==> config.mk <==
export PLATFORM = sky130hd
export DESIGN_NAME = hcorr_seq
export DESIGN_NICKNAME = d
export VERILOG_FILES = /design/src/rtl/hcs_pkg.sv /design/src/rtl/hcs_clk_en.sv /design/src/rtl/hcs_sync_edge.sv /design/src/rtl/hcs_col_seq.sv /design/src/rtl/hcorr_seq.sv
export SDC_FILE = /design/constraint.sdc
export NUM_CORES = 1
export LEC_CHECK = 0
export CORE_AREA = 5 5 134 136
export DETAILED_ROUTE_END_ITERATION = 8
export DIE_AREA = 0 0 139 141
export PLACE_DENSITY = 0.7
export SKIP_LAST_GASP = 1
export SYNTH_ARGS = -nofsm -noshare
export SYNTH_HDL_FRONTEND = slang
export SYNTH_HIERARCHICAL = 1
export SYNTH_SLANG_ARGS = --single-unit
==> constraint.sdc <==
create_clock -name clk -period 7.3 [get_ports clk]
set_input_delay 2.19 -clock clk [delete_from_list [all_inputs] [get_ports clk]]
set_output_delay 2.19 -clock clk [all_outputs]
set_load 0.005 [all_outputs]
==> src/rtl/hcs_pkg.sv <==
// Package: shared types and constants for the horizontal correction sequencer.
// Assumes three colour channels; the standby code is fixed by the register layout.
package hcs_pkg;
    localparam int NCH = 3;
    localparam logic [1:0] STBY_CODE = 2'b10;

    typedef enum logic [1:0] {
        PH_IDLE  = 2'd0,
        PH_DELAY = 2'd1,
        PH_RUN   = 2'd2
    } phase_t;
endpackage

==> src/rtl/hcs_clk_en.sv <==
// Module: builds the internal-rate clock enable on the single input clock.
// Assumes half_sel changes only while the line sequencer is idle.
module hcs_clk_en (
    input  logic clk,
    input  logic rst_n,
    input  logic half_sel,
    input  logic freeze,
    output logic run_en
);
    logic div_q;

    // Toggle the phase bit in half-rate mode, park it otherwise.
    always_ff @(posedge clk) begin
        if (!rst_n)        div_q <= 1'b0;
        else if (!half_sel) div_q <= 1'b0;
        else               div_q <= ~div_q;
    end

    // Enabled cycles: every cycle, or every second one; none while frozen.
    assign run_en = (half_sel ? div_q : 1'b1) && !freeze;
endmodule

==> src/rtl/hcs_sync_edge.sv <==
// Module: normalises the line sync polarity and flags its front edge.
// Assumes the sync pulse lasts at least two enabled cycles.
module hcs_sync_edge (
    input  logic clk,
    input  logic rst_n,
    input  logic en,
    input  logic sync_in,
    input  logic pol,
    output logic front
);
    logic act;
    logic prev_q;

    assign act = pol ? sync_in : ~sync_in;

    // Remember the active level seen at the last enabled edge.
    always_ff @(posedge clk) begin
        if (!rst_n)  prev_q <= 1'b1;
        else if (en) prev_q <= act;
    end

    assign front = en && act && !prev_q;
endmodule

==> src/rtl/hcs_col_seq.sv <==
// Module: start delay, column hold and column stepping for one line.
// Exposes next-state column and phase so the output register can align with
// the strobe. Assumes col_first <= col_last, start_dly >= 1.
module hcs_col_seq
    import hcs_pkg::*;
#(
    parameter int CW = 4,
    parameter int TW = 8
) (
    input  logic          clk,
    input  logic          rst_n,
    input  logic          en,
    input  logic          front,
    input  logic [TW-1:0] start_dly,
    input  logic [TW-1:0] hold_len,
    input  logic [CW-1:0] col_first,
    input  logic [CW-1:0] col_last,
    input  logic          rev_in,
    output phase_t        phase_q,
    output phase_t        phase_n,
    output logic [CW-1:0] col_q,
    output logic [CW-1:0] col_n,
    output logic          load
);
    logic [TW-1:0] dly_q, dly_n;
    logic [TW-1:0] hold_q, hold_n;
    logic          rev_q, rev_n;
    logic [CW-1:0] end_col;

    assign end_col = rev_q ? col_first : col_last;

    // Next-state logic for delay, hold and column walk.
    always_comb begin
        phase_n = phase_q;
        dly_n   = dly_q;
        hold_n  = hold_q;
        col_n   = col_q;
        rev_n   = rev_q;
        load    = 1'b0;
        if (front) begin
            phase_n = PH_DELAY;
            dly_n   = {{(TW-1){1'b0}}, 1'b1};
            rev_n   = rev_in;
        end else begin
            case (phase_q)
                PH_DELAY: begin
                    if (dly_q == start_dly) begin
                        phase_n = PH_RUN;
                        col_n   = rev_q ? col_last : col_first;
                        hold_n  = '0;
                        load    = 1'b1;
                    end else begin
                        dly_n = dly_q + 1'b1;
                    end
                end
                PH_RUN: begin
                    if (hold_q == hold_len) begin
                        load   = 1'b1;
                        hold_n = '0;
                        if (col_q == end_col) phase_n = PH_IDLE;
                        else col_n = rev_q ? col_q - 1'b1 : col_q + 1'b1;
                    end else begin
                        hold_n = hold_q + 1'b1;
                    end
                end
                default: ;
            endcase
        end
    end

    // Sequencer state advances only on enabled cycles.
    always_ff @(posedge clk) begin
        if (!rst_n) begin
            phase_q <= PH_IDLE;
            dly_q   <= '0;
            hold_q  <= '0;
            col_q   <= '0;
            rev_q   <= 1'b0;
        end else if (en) begin
            phase_q <= phase_n;
            dly_q   <= dly_n;
            hold_q  <= hold_n;
            col_q   <= col_n;
            rev_q   <= rev_n;
        end
    end
endmodule

==> src/rtl/hcorr_seq.sv <==
// Module: top of the horizontal correction point sequencer. Selects the
// per-column value for each colour bus, applies bypass, registers the buses
// and the converter strobe, and drives the pad enable.
// Assumes configuration inputs change only between lines.
module hcorr_seq
    import hcs_pkg::*;
#(
    parameter int NCOL = 16,
    parameter int DW   = 6,
    parameter int TW   = 8,
    localparam int CW  = $clog2(NCOL)
) (
    input  logic               clk,
    input  logic               rst_n,
    input  logic               half_sel,
    input  logic               sync_in,
    input  logic               sync_pol,
    input  logic [TW-1:0]      start_dly,
    input  logic [TW-1:0]      hold_len,
    input  logic [CW-1:0]      col_first,
    input  logic [CW-1:0]      col_last,
    input  logic               lr_ext,
    input  logic               lr_ext_sel,
    input  logic               lr_reg,
    input  logic               corr_on,
    input  logic               xfer_busy,
    input  logic [DW-1:0]      off_level,
    input  logic [1:0]         stby_mode,
    input  logic               out_lim,
    input  logic [NCOL*DW-1:0] colv0,
    input  logic [NCOL*DW-1:0] colv1,
    input  logic [NCOL*DW-1:0] colv2,
    output logic [DW-1:0]      data0,
    output logic [DW-1:0]      data1,
    output logic [DW-1:0]      data2,
    output logic               data_oe,
    output logic               dac_stb
);
    logic          standby;
    logic          run_en;
    logic          front;
    logic          rev_in;
    logic          byp;
    logic          load;
    logic          phase_run;
    phase_t        phase_q, phase_n;
    logic [CW-1:0] col_cur, col_n;
    logic [NCOL*DW-1:0] vall  [NCH];
    logic [DW-1:0]      sel   [NCH];
    logic [DW-1:0]      dat_q [NCH];
    logic               stb_q;

    assign standby = (stby_mode == STBY_CODE);
    assign rev_in  = lr_ext_sel ? ~lr_ext : ~lr_reg;
    assign byp     = !corr_on || xfer_busy;

    hcs_clk_en u_ce (
        .clk      (clk),
        .rst_n    (rst_n),
        .half_sel (half_sel),
        .freeze   (standby),
        .run_en   (run_en)
    );

    hcs_sync_edge u_edge (
        .clk     (clk),
        .rst_n   (rst_n),
        .en      (run_en),
        .sync_in (sync_in),
        .pol     (sync_pol),
        .front   (front)
    );

    hcs_col_seq #(.CW(CW), .TW(TW)) u_seq (
        .clk       (clk),
        .rst_n     (rst_n),
        .en        (run_en),
        .front     (front),
        .start_dly (start_dly),
        .hold_len  (hold_len),
        .col_first (col_first),
        .col_last  (col_last),
        .rev_in    (rev_in),
        .phase_q   (phase_q),
        .phase_n   (phase_n),
        .col_q     (col_cur),
        .col_n     (col_n),
        .load      (load)
    );

    assign phase_run = (phase_q == PH_RUN);

    assign vall[0] = colv0;
    assign vall[1] = colv1;
    assign vall[2] = colv2;

    // One column-value selector per colour channel.
    for (genvar ch = 0; ch < NCH; ch++) begin : g_ch
        assign sel[ch] = vall[ch][col_n*DW +: DW];
    end

    // Register the buses from next state so data and strobe change together.
    always_ff @(posedge clk) begin
        if (!rst_n) begin
            for (int ch = 0; ch < NCH; ch++) dat_q[ch] <= '0;
        end else if (run_en) begin
            for (int ch = 0; ch < NCH; ch++)
                dat_q[ch] <= (byp || phase_n != PH_RUN) ? off_level : sel[ch];
        end
    end

    // Strobe: one enabled cycle per output update, cleared in standby.
    always_ff @(posedge clk) begin
        if (!rst_n)      stb_q <= 1'b0;
        else if (standby) stb_q <= 1'b0;
        else if (run_en) stb_q <= load;
    end

    assign data0   = dat_q[0];
    assign data1   = dat_q[1];
    assign data2   = dat_q[2];
    assign dac_stb = stb_q;
    assign data_oe = !out_lim && !standby;
endmodule

==> summary.md <==
| Metric | Value |
|---|---|
| Gpl congestion | `1.04` |
| Via count | `5229` |
| PwrDens | `100 nW/um2` |
| Initial antenna violation count | `1` |
| DIE WIDTH | `139 um` |
| DRT iter0 DRCs | `344` |
| Later-pin clock latency in the skew report | `0.29 ns` |
| H-tree depth | `2` |
| Layout Nets | `1100` |
| RSZ-0062 raised after global routing | `false` |
| Max transition margin | `15.4%` |
| IR drop worst, VDD | `0.0000823 V` |
| Netlist Area Pre-Place | `5010 um2` |
| Run status | `finished clean` |
| Post-synthesis register bit count | `44` |
| CP max stage delay | `0.57 ns` |
| Worst Setup Start Kind | `input pin` |
| Critical Path Fanout Max | `31` |
| Critical Path RT | `7.31 ns` |
| Highest clock rate | `169 MHz` |
| Post-synth ARST share | `0%` |
| Max clock buf depth | `2` |
| Vias in the first global route | `5763` |
| Synth-to-layout area growth | `76.3%` |
| Critical path endpoint category | `register` |
| Largest net degree at the start of global routing | `73` |
| Post-CTS Hold Buffers | `0` |
| Worst-Margin Slew | `1.26 ns` |
| Die area | `19600 um2` |
| GRT overflow | `0` |
| Final TNS setup | `0 ns` |
| Root Buffer Master | `clkbuf_16` |
| CTS tree | `done` |
| Clock sink count | `44` |
| Rows | `48` |
| Post-synthesis cell type count | `68` |
| Initial Util | `29.8%` |
| Yosys warning total | `6` |
| CTS clock-pin slew for the worst setup and hold paths | `0.07 ns` |
| Tot Pwr | `0.884 mW` |
| Commonest non-fill, non-tap cell in the layout | `clkdlybuf4s50_1` |
| DR vias/cell | `5.29` |
| First-pass GRT wire length | `35100 um` |
| Final hold vios | `0` |
| Max cap viols | `0` |
| Drt drc | `0` |
| Post_cts resized | `0` |
| HP Class | `reg2reg` |
| CP arrival | `5.94 ns` |
| Crit path time final | `5.93 ns` |
| Leakage | `3.01 nW` |
| Slowest cell on the critical path | `o21ai_4` |
| Clock Skew | `0.00612 ns` |
| CP Class | `in2reg` |
| Num ports | `351` |
| Cts bufs inserted | `5` |
| Register area share after synthesis | `21.2%` |
| # Post-CTS Setup Buffers | `0` |
| Share of layout cells above drive strength 1 | `14.2%` |
| # port buffers | `350` |
| Crit-path cells | `clkdlybuf4s50_1 > nor2b_1 > a21oi_1 > buf_4 > inv_1 > nor3_1 > buf_4 > or2_2 > o21ai_4 > buf_12 > buf_12 > mux4_2 > mux2i_1 > o211ai_1` |
| Synthesized Nets | `770` |
| GRT Total Usage | `23.3%` |
| Number of flops mapped to enable cells by yosys | `18` |
| Most frequent cells in the layout | `clkdlybuf4s50_1, mux4_2, nand2_1, mux2i_1, dfxtp_1` |
| First-pass detailed-route iteration total | `7` |
| Post-Syn Instances | `432` |
| Top FF cell, synth | `dfxtp_1` |
| Post-Route WL | `23900 um` |
| Core box area | `16800 um2` |
| Endpoints failing setup | `0` |
| Die Ht | `141 um` |
| Wire per inst | `24.2 um` |
| Period utilization | `81.3%` |
| Max-slew violations | `0` |
| Antenna-violating nets left | `0` |
| Mapped Avg Cell Area | `11.6 um2` |
| Detail Placement HPWL | `20400 um` |
cells by family after synthesis:
logic type,after synthesis,share of synthesized area (%)
simple gates,116,12.3
mux,120,43.5
xor+xnor,32,5.60
fa+ha+maj,7,1.90
compound gates,71,10.4
flops,44,21.2
buf+inv,42,5.05
state kept, by name (all words and copies together) (netlist names):
name,flops
u_edge/prev_q,1
u_seq/col_q,4
u_seq/dly_q,8
dac_stb,1
u_ce/div_q,1
u_seq/hold_q,8
u_seq/phase_q,2
u_seq/rev_q,1
dat_q,18
worst max-delay path: cells and delay by family:
| family | cells | cell delay, ns |
|---|---|---|
| AOI/OAI and AO/OA | 3 | 0.75 |
| buffers and inverters | 6 | 1.51 |
| muxes | 2 | 0.78 |
| and+or+nand+nor | 3 | 0.67 |
metrics by stage:
step	setup slack, ns	cells	cell area [um2]	utilization (%)	hold slack (ns)
2_1_floorplan	2.20	432	5010	-	0.473
3_3_place_gp	1.05	980	8670	51.6	0.493
3_5_place_dp	0.977	980	8670	51.6	0.495
4_1_cts	1.28	988	8820	52.5	0.512
5_1_grt	1.06	989	8830	52.5	0.555
6_report	1.37	989	8830	52.5	0.512
cell usage after synthesis, types with 10 or more instances:
library cell,n,area (um2)
nand2_1,45,169
o211ai_1,24,180
mux4_1,13,342
mux2_2,19,214
a21oi_1,10,50.1
xor2_1,24,210
nor2_1,21,78.8
dfxtp_1,26,521
buf_2,13,65.1
mux4_2,59,1330
mux2i_1,28,280
edfxtp_1,18,541
cell type report:
class | count | area [um2]
Fill cell | 1454 | 7990
Multi-Input combinational cell | 346 | 3710
Timing Repair Buffer | 357 | 3590
Sequential cell | 44 | 1060
Tap cell | 225 | 282
Clock buffer | 6 | 139
Inverter | 8 | 30.0
Clock inverter | 2 | 12.5
Antenna cell | 1 | 2.50
per-layer routing:
| metal | GRT usage (%) | routed length [um] |
|---|---|---|
| met5 | 0 | 0 |
| met4 | 8.44 | 1000 |
| met3 | 7.33 | 2130 |
| met2 | 41.9 | 12300 |
| met1 | 26.0 | 8470 |
power breakdown:
part           total, mW  internal (mW)  switching (mW)
clock              0.239          0.137           0.103
combinational      0.369          0.254           0.114
sequential         0.276          0.269         0.00668
total              0.884          0.660           0.224
worst paths after layout:
check	start	end	slack (ns)	cells past startpoint
hold / removal	u_ce/div_q	u_ce/div_q	0.51	2
hold reg to reg	u_ce/div_q	u_ce/div_q	0.51	2
setup / recovery	stby_mode[1]	dat_q[0][6]	1.37	14
setup reg to reg	u_seq/rev_q	dat_q[0][6]	3.05	11
Note: power is estimated with default switching activity, not from simulation.
